===== config.mk =====
export PLATFORM = sky130hd
export DESIGN_NAME = bus_strobe_seq
export DESIGN_NICKNAME = d
export VERILOG_FILES = /design/src/rtl/bss_pkg.sv /design/src/rtl/bss_rst_qual.sv /design/src/rtl/bss_phase_ctr.sv /design/src/rtl/bss_strobe_gen.sv /design/src/rtl/bus_strobe_seq.sv
export SDC_FILE = /design/constraint.sdc
export NUM_CORES = 1
export LEC_CHECK = 0
export BUFFER_PORTS_ARGS = -buffer_cell sky130_fd_sc_hd__clkbuf_2
export CAP_MARGIN = 15
export CORE_MARGIN = 2
export CORE_UTILIZATION = 25
export DETAILED_ROUTE_END_ITERATION = 10
export HOLD_SLACK_MARGIN = 0.02
export MAX_ROUTING_LAYER = met4
export SKIP_LAST_GASP = 1
export SLEW_MARGIN = 20
export SYNTH_ARGS = -nofsm -noshare
export SYNTH_HDL_FRONTEND = slang
export SYNTH_HIERARCHICAL = 1
export SYNTH_SLANG_ARGS = --single-unit

===== constraint.sdc =====
create_clock -name clk -period 2.4 [get_ports clk]
set_clock_uncertainty 0.1 [all_clocks]
set_input_delay 0.6 -clock clk [delete_from_list [all_inputs] [get_ports clk]]
set_output_delay 0.6 -clock clk [all_outputs]
set_load 0.01 [all_outputs]

===== src/rtl/bss_pkg.sv =====
`timescale 1ns/1ps
package bss_pkg;

  // Position inside one half of a machine cycle.
  function automatic int unsigned half_pos(int unsigned ph, int unsigned half);
    return ph % half;
  endfunction

  // Address-latch window: first state of each half cycle.
  function automatic logic ale_slot(int unsigned ph, int unsigned cps, int unsigned half);
    return half_pos(ph, half) < cps;
  endfunction

  // Program strobe window: from mid second state to the end of the half cycle.
  function automatic logic psen_slot(int unsigned ph, int unsigned cps, int unsigned half);
    return half_pos(ph, half) >= (cps + cps / 2);
  endfunction

  function automatic logic second_half(int unsigned ph, int unsigned half);
    return ph >= half;
  endfunction

endpackage


===== src/rtl/bss_rst_qual.sv =====
`timescale 1ns/1ps
module bss_rst_qual #(
  parameter int QUAL_CLKS = 24
) (
  input  logic clk,
  input  logic rst_pin,
  input  logic ea_pin,
  output logic core_rst,
  output logic ext_mode
);
  localparam int CW = $clog2(QUAL_CLKS + 1);
  localparam logic [CW-1:0] CNT_TOP = CW'(QUAL_CLKS - 1);

  logic [CW-1:0] hi_cnt;
  logic          qual_hit;

  assign qual_hit = (hi_cnt == CNT_TOP);

  always_ff @(posedge clk) begin
    if (rst_pin) begin
      hi_cnt   <= qual_hit ? hi_cnt : hi_cnt + 1'b1;
      core_rst <= core_rst | qual_hit;
    end else begin
      hi_cnt   <= '0;
      core_rst <= 1'b0;
      if (core_rst) ext_mode <= ~ea_pin;
    end
  end


  rst_rise_needs_pin_chk: assert property (@(posedge clk) disable iff (!rst_pin)
    $rose(core_rst) |-> ($past(rst_pin, 1) && $past(rst_pin, 2)));


  mode_hold_chk: assert property (@(posedge clk) disable iff (core_rst)
    !core_rst |=> $stable(ext_mode));

endmodule


===== src/rtl/bss_phase_ctr.sv =====
`timescale 1ns/1ps
module bss_phase_ctr #(
  parameter int CYC_LEN = 12
) (
  input  logic                       clk,
  input  logic                       core_rst,
  output logic [$clog2(CYC_LEN)-1:0] phase,
  output logic                       cyc_last
);
  localparam int PW = $clog2(CYC_LEN);
  localparam logic [PW-1:0] LAST = PW'(CYC_LEN - 1);

  assign cyc_last = (phase == LAST);

  always_ff @(posedge clk) begin
    if (core_rst || cyc_last) phase <= '0;
    else                      phase <= phase + 1'b1;
  end


  phase_wrap_chk: assert property (@(posedge clk) disable iff (core_rst)
    cyc_last |=> (phase == '0));

endmodule


===== src/rtl/bss_strobe_gen.sv =====
`timescale 1ns/1ps
module bss_strobe_gen
  import bss_pkg::*;
#(
  parameter int CLKS_PER_STATE   = 2,
  parameter int STATES_PER_CYCLE = 6
) (
  input  logic                                                 clk,
  input  logic                                                 core_rst,
  input  logic [$clog2(CLKS_PER_STATE*STATES_PER_CYCLE)-1:0]   phase,
  input  logic                                                 cyc_last,
  input  logic                                                 ext_mode,
  input  logic                                                 ext_fetch,
  input  logic                                                 movx_req,
  input  logic                                                 ale_restrict,
  output logic                                                 ale,
  output logic                                                 psen_n,
  output logic                                                 data_cyc
);
  localparam int unsigned CYC_LEN = CLKS_PER_STATE * STATES_PER_CYCLE;
  localparam int unsigned HALF    = CYC_LEN / 2;
  localparam int unsigned CPS     = CLKS_PER_STATE;

  logic fetch_ext_q, restrict_q, data_q;
  logic ale_win, psen_win, late_half, psen_en;

  // Cycle controls are captured once per machine cycle.
  always_ff @(posedge clk) begin
    if (core_rst || cyc_last) begin
      fetch_ext_q <= ext_fetch;
      restrict_q  <= ale_restrict;
      data_q      <= movx_req;
    end
  end

  assign ale_win   = ale_slot(32'(phase), CPS, HALF);
  assign psen_win  = psen_slot(32'(phase), CPS, HALF);
  assign late_half = second_half(32'(phase), HALF);
  assign psen_en   = fetch_ext_q | ext_mode;
  assign data_cyc  = data_q & ~core_rst;

  assign ale    = ~core_rst & ale_win & (~restrict_q | data_q) & ~(data_q & late_half);
  assign psen_n = ~(~core_rst & psen_win & psen_en & ~data_q);


  data_no_psen_chk: assert property (@(posedge clk) disable iff (core_rst)
    data_cyc |-> psen_n);


  psen_needs_enable_chk: assert property (@(posedge clk) disable iff (core_rst)
    !psen_n |-> psen_en);

endmodule


===== src/rtl/bus_strobe_seq.sv =====
`timescale 1ns/1ps
module bus_strobe_seq #(
  parameter int CLKS_PER_STATE   = 2,
  parameter int STATES_PER_CYCLE = 6,
  parameter int RESET_CYCLES     = 2
) (
  input  logic clk,
  input  logic rst_pin,
  input  logic ea_pin,
  input  logic ext_fetch,
  input  logic movx_req,
  input  logic ale_restrict,
  output logic ale,
  output logic psen_n,
  output logic core_rst,
  output logic ext_mode
);
  localparam int CYC_LEN   = CLKS_PER_STATE * STATES_PER_CYCLE;
  localparam int QUAL_CLKS = RESET_CYCLES * CYC_LEN;
  localparam int PW        = $clog2(CYC_LEN);
  localparam int HALF      = CYC_LEN / 2;

  logic [PW-1:0] phase;
  logic          cyc_last;
  logic          data_cyc;

  bss_rst_qual #(.QUAL_CLKS(QUAL_CLKS)) u_rst (
    .clk(clk), .rst_pin(rst_pin), .ea_pin(ea_pin),
    .core_rst(core_rst), .ext_mode(ext_mode)
  );

  bss_phase_ctr #(.CYC_LEN(CYC_LEN)) u_phase (
    .clk(clk), .core_rst(core_rst), .phase(phase), .cyc_last(cyc_last)
  );

  bss_strobe_gen #(
    .CLKS_PER_STATE(CLKS_PER_STATE), .STATES_PER_CYCLE(STATES_PER_CYCLE)
  ) u_strobe (
    .clk(clk), .core_rst(core_rst), .phase(phase), .cyc_last(cyc_last),
    .ext_mode(ext_mode), .ext_fetch(ext_fetch), .movx_req(movx_req),
    .ale_restrict(ale_restrict), .ale(ale), .psen_n(psen_n), .data_cyc(data_cyc)
  );


  quiet_in_reset_chk: assert property (@(posedge clk)
    core_rst |-> (!ale && psen_n));


  ale_start_chk: assert property (@(posedge clk) disable iff (core_rst)
    $rose(ale) |-> (phase == '0 || phase == PW'(HALF)));


  release_phase_chk: assert property (@(posedge clk) disable iff (rst_pin)
    $fell(core_rst) |-> (phase == '0));

endmodule


==> impl_metrics.json <==
{
  "status": "complete, but fails checks",
  "violations": "negative setup slack",
  "grt_max_degree": 11,
  "min_to": "u_rst/hi_cnt[1]",
  "p_per_area_nw_per_um2": 1070,
  "post-route-period-util_pct": 108,
  "hp-class": "reg -> reg",
  "drt-pass1-iter-count": 4,
  "place_area_um2": 873,
  "gp_congestion": 0.872,
  "hold_viol_final": 0,
  "grt_pass1_wl_um": 2580,
  "area.growth.synth_to_final_pct": 28.2,
  "rr_worst_depth": 4,
  "layout.cells.non_filler": 126,
  "antennaDiodeCount": 0,
  "setup.worst_path.class": "reg -> out",
  "slew_headroom_pct": 71.6,
  "arrival_ps": 1900,
  "clk_pin_slew_ps": 80,
  "detail-route-antenna-nets": 0,
  "avgRoutedWirePerCell_um": 11.9,
  "tightest_slew_ps": 426,
  "cp-start-kind": "flop",
  "numClockSinks": 14,
  "io_buffers": 9,
  "dieWidth_um": 59.4,
  "slew_viol_final": 0,
  "grt_pass1_vias": 593,
  "synthCells": 74,
  "grt_usage_pct": 10.1,
  "core-area_um2": 2980,
  "setup_ws_ps": -199,
  "clk_latency_ps": 270,
  "setup_viol_count_final": 2,
  "place_ws_ps": -10.1,
  "io_pins": 10,
  "stdcell_area_um2": 985,
  "cts-root-buf": "clkbuf_4",
  "fillers": 311,
  "rsz0062_at_grt": "true",
  "syn_nets": 84,
  "power_mw": 1.06,
  "synth.avg_cell_area_um2": 10.4,
  "num-nets-final": 104,
  "antenna_found_initial": 0,
  "h-tree-depth": 1,
  "cts_buffers": 3,
  "worstReg2RegEnd": "u_strobe/fetch_ext_q",
  "initialDrtViolationCount": 6,
  "peakVddDrop_v": 0.000419,
  "maxCapViolCount": 0,
  "cts_buffer_depth": 2,
  "overflow": 0,
  "maxClockFrequency_mhz": 385,
  "r2r_slack_ps": 750,
  "cp_max_fo": 3,
  "leakage_nw": 0.434,
  "rows": 20,
  "via_per_inst": 4.89,
  "hpwl_um": 998,
  "period_needed_ps": 2600,
  "end_kind": "output port",
  "num_vias": 616,
  "drive_above_1_share_pct": 38.7,
  "tritoncts": "yes",
  "hold_depth": 2,
  "required_ps": 1700,
  "netlist_area_um2": 768,
  "start_util_pct": 25.8,
  "reg2reg_from": "u_phase/phase[1]",
  "placedCellCount": 118,
  "route.detailed.drc": 0,
  "cts_hold_buf": 0,
  "yosysWarnings": 6,
  "wl_um": 1500,
  "dieArea_um2": 3530,
  "die_h_um": 59.4,
  "min_from": "u_rst/hi_cnt[1]"
}
## placed cells by master (no fill, tap or decap), drive strengths merged
master / count
and3b: 1
o21ai: 2
nand3: 3
and2b: 1
nor3: 1
edfxtp: 4
nand2: 2
buf: 8
nor3b: 2
and3: 2
o211a: 1
a31oi: 1
or2b: 2
clkbuf: 12
a21boi: 2
or2: 1
a2111oi: 1
nor2b: 2
or3b: 1
ha: 4
nand3b: 2
o22ai: 2
dfxtp: 10
xor2: 1
xnor2: 2
nor2: 4
a311oi: 1
and2: 2
o32ai: 1
nand2b: 2
a22oi: 1
inv: 4
a21oi: 5
nand4b: 2
o221ai: 1
## final cells by class
type | instances | area [um^2] | area share (%)
Multi-Input combinational cell | 55 | 479 | 48.7
Sequential cell | 14 | 325 | 33.0
Timing Repair Buffer | 16 | 97.6 | 9.91
Tap cell | 33 | 41.3 | 4.19
Clock buffer | 4 | 26.3 | 2.67
Inverter | 4 | 15.0 | 1.52
## where the power goes
part	internal [mW]	total [mW]	leakage (nW)	switching (mW)
clock network	0.0644	0.137	0.0150	0.0724
logic	0.322	0.578	0.299	0.256
registers	0.294	0.343	0.119	0.0494
total	0.680	1.06	0.434	0.378
## through the flow
step / util (%) / hold WS, ps / setup TNS [ps]
2_1_floorplan: - / 353 / 0
3_3_place_gp: 29.3 / 368 / 0
3_5_place_dp: 29.3 / 386 / -10.1
4_1_cts: 33.1 / 378 / -325
5_1_grt: 33.1 / 374 / -521
6_report: 33.1 / 392 / -325
## worst max path at each step
| stage | start | end | slack [ps] | depth (start not counted) |
|---|---|---|---|---|
| finish | u_phase/phase[3] | ale | -200 | 7 |
| global route | u_phase/phase[2] | ale | -290 | 7 |
| CTS | u_phase/phase[3] | ale | -210 | 7 |
| detailed placement | u_phase/phase[2] | ale | -10 | 7 |
| global placement | u_phase/phase[2] | ale | 30 | 7 |
| floorplan | u_phase/phase[2] | ale | 40 | 6 |
## what timing repair did
item	in CTS	in global routing
resized for setup	9	1
setup buffers	4	0
pin swaps	4	1
endpoints found under the setup margin	2	2
endpoints found under the hold margin	0	0
## critical path, cell delays in order (launching register included)
cell and delay (ps):
dfxtp_4 370, ha_4 260, nand3b_1 130, a22oi_2 70, buf_4 140, nand3b_1 170, a2111oi_2 290, buf_2 180
## state kept, by name (all words and copies together), names as in the netlist
signal	cells
u_strobe/data_q	1
u_strobe/restrict_q	1
u_rst/ext_mode	1
u_rst/hi_cnt	5
u_strobe/fetch_ext_q	1
u_rst/core_rst	1
u_phase/phase	4
## layer usage
metal / GRT usage (%) / vias to the layer above / part of all wire (%)
met2: 16.5 / 7 / 52
met4: 2.92 / 0 / 0
met5: - / - / 0
li1: - / 313 / -
met3: 3.93 / 0 / 3.3
met1: 11.3 / 296 / 45
Note: power is estimated with default switching activity, not from simulation.
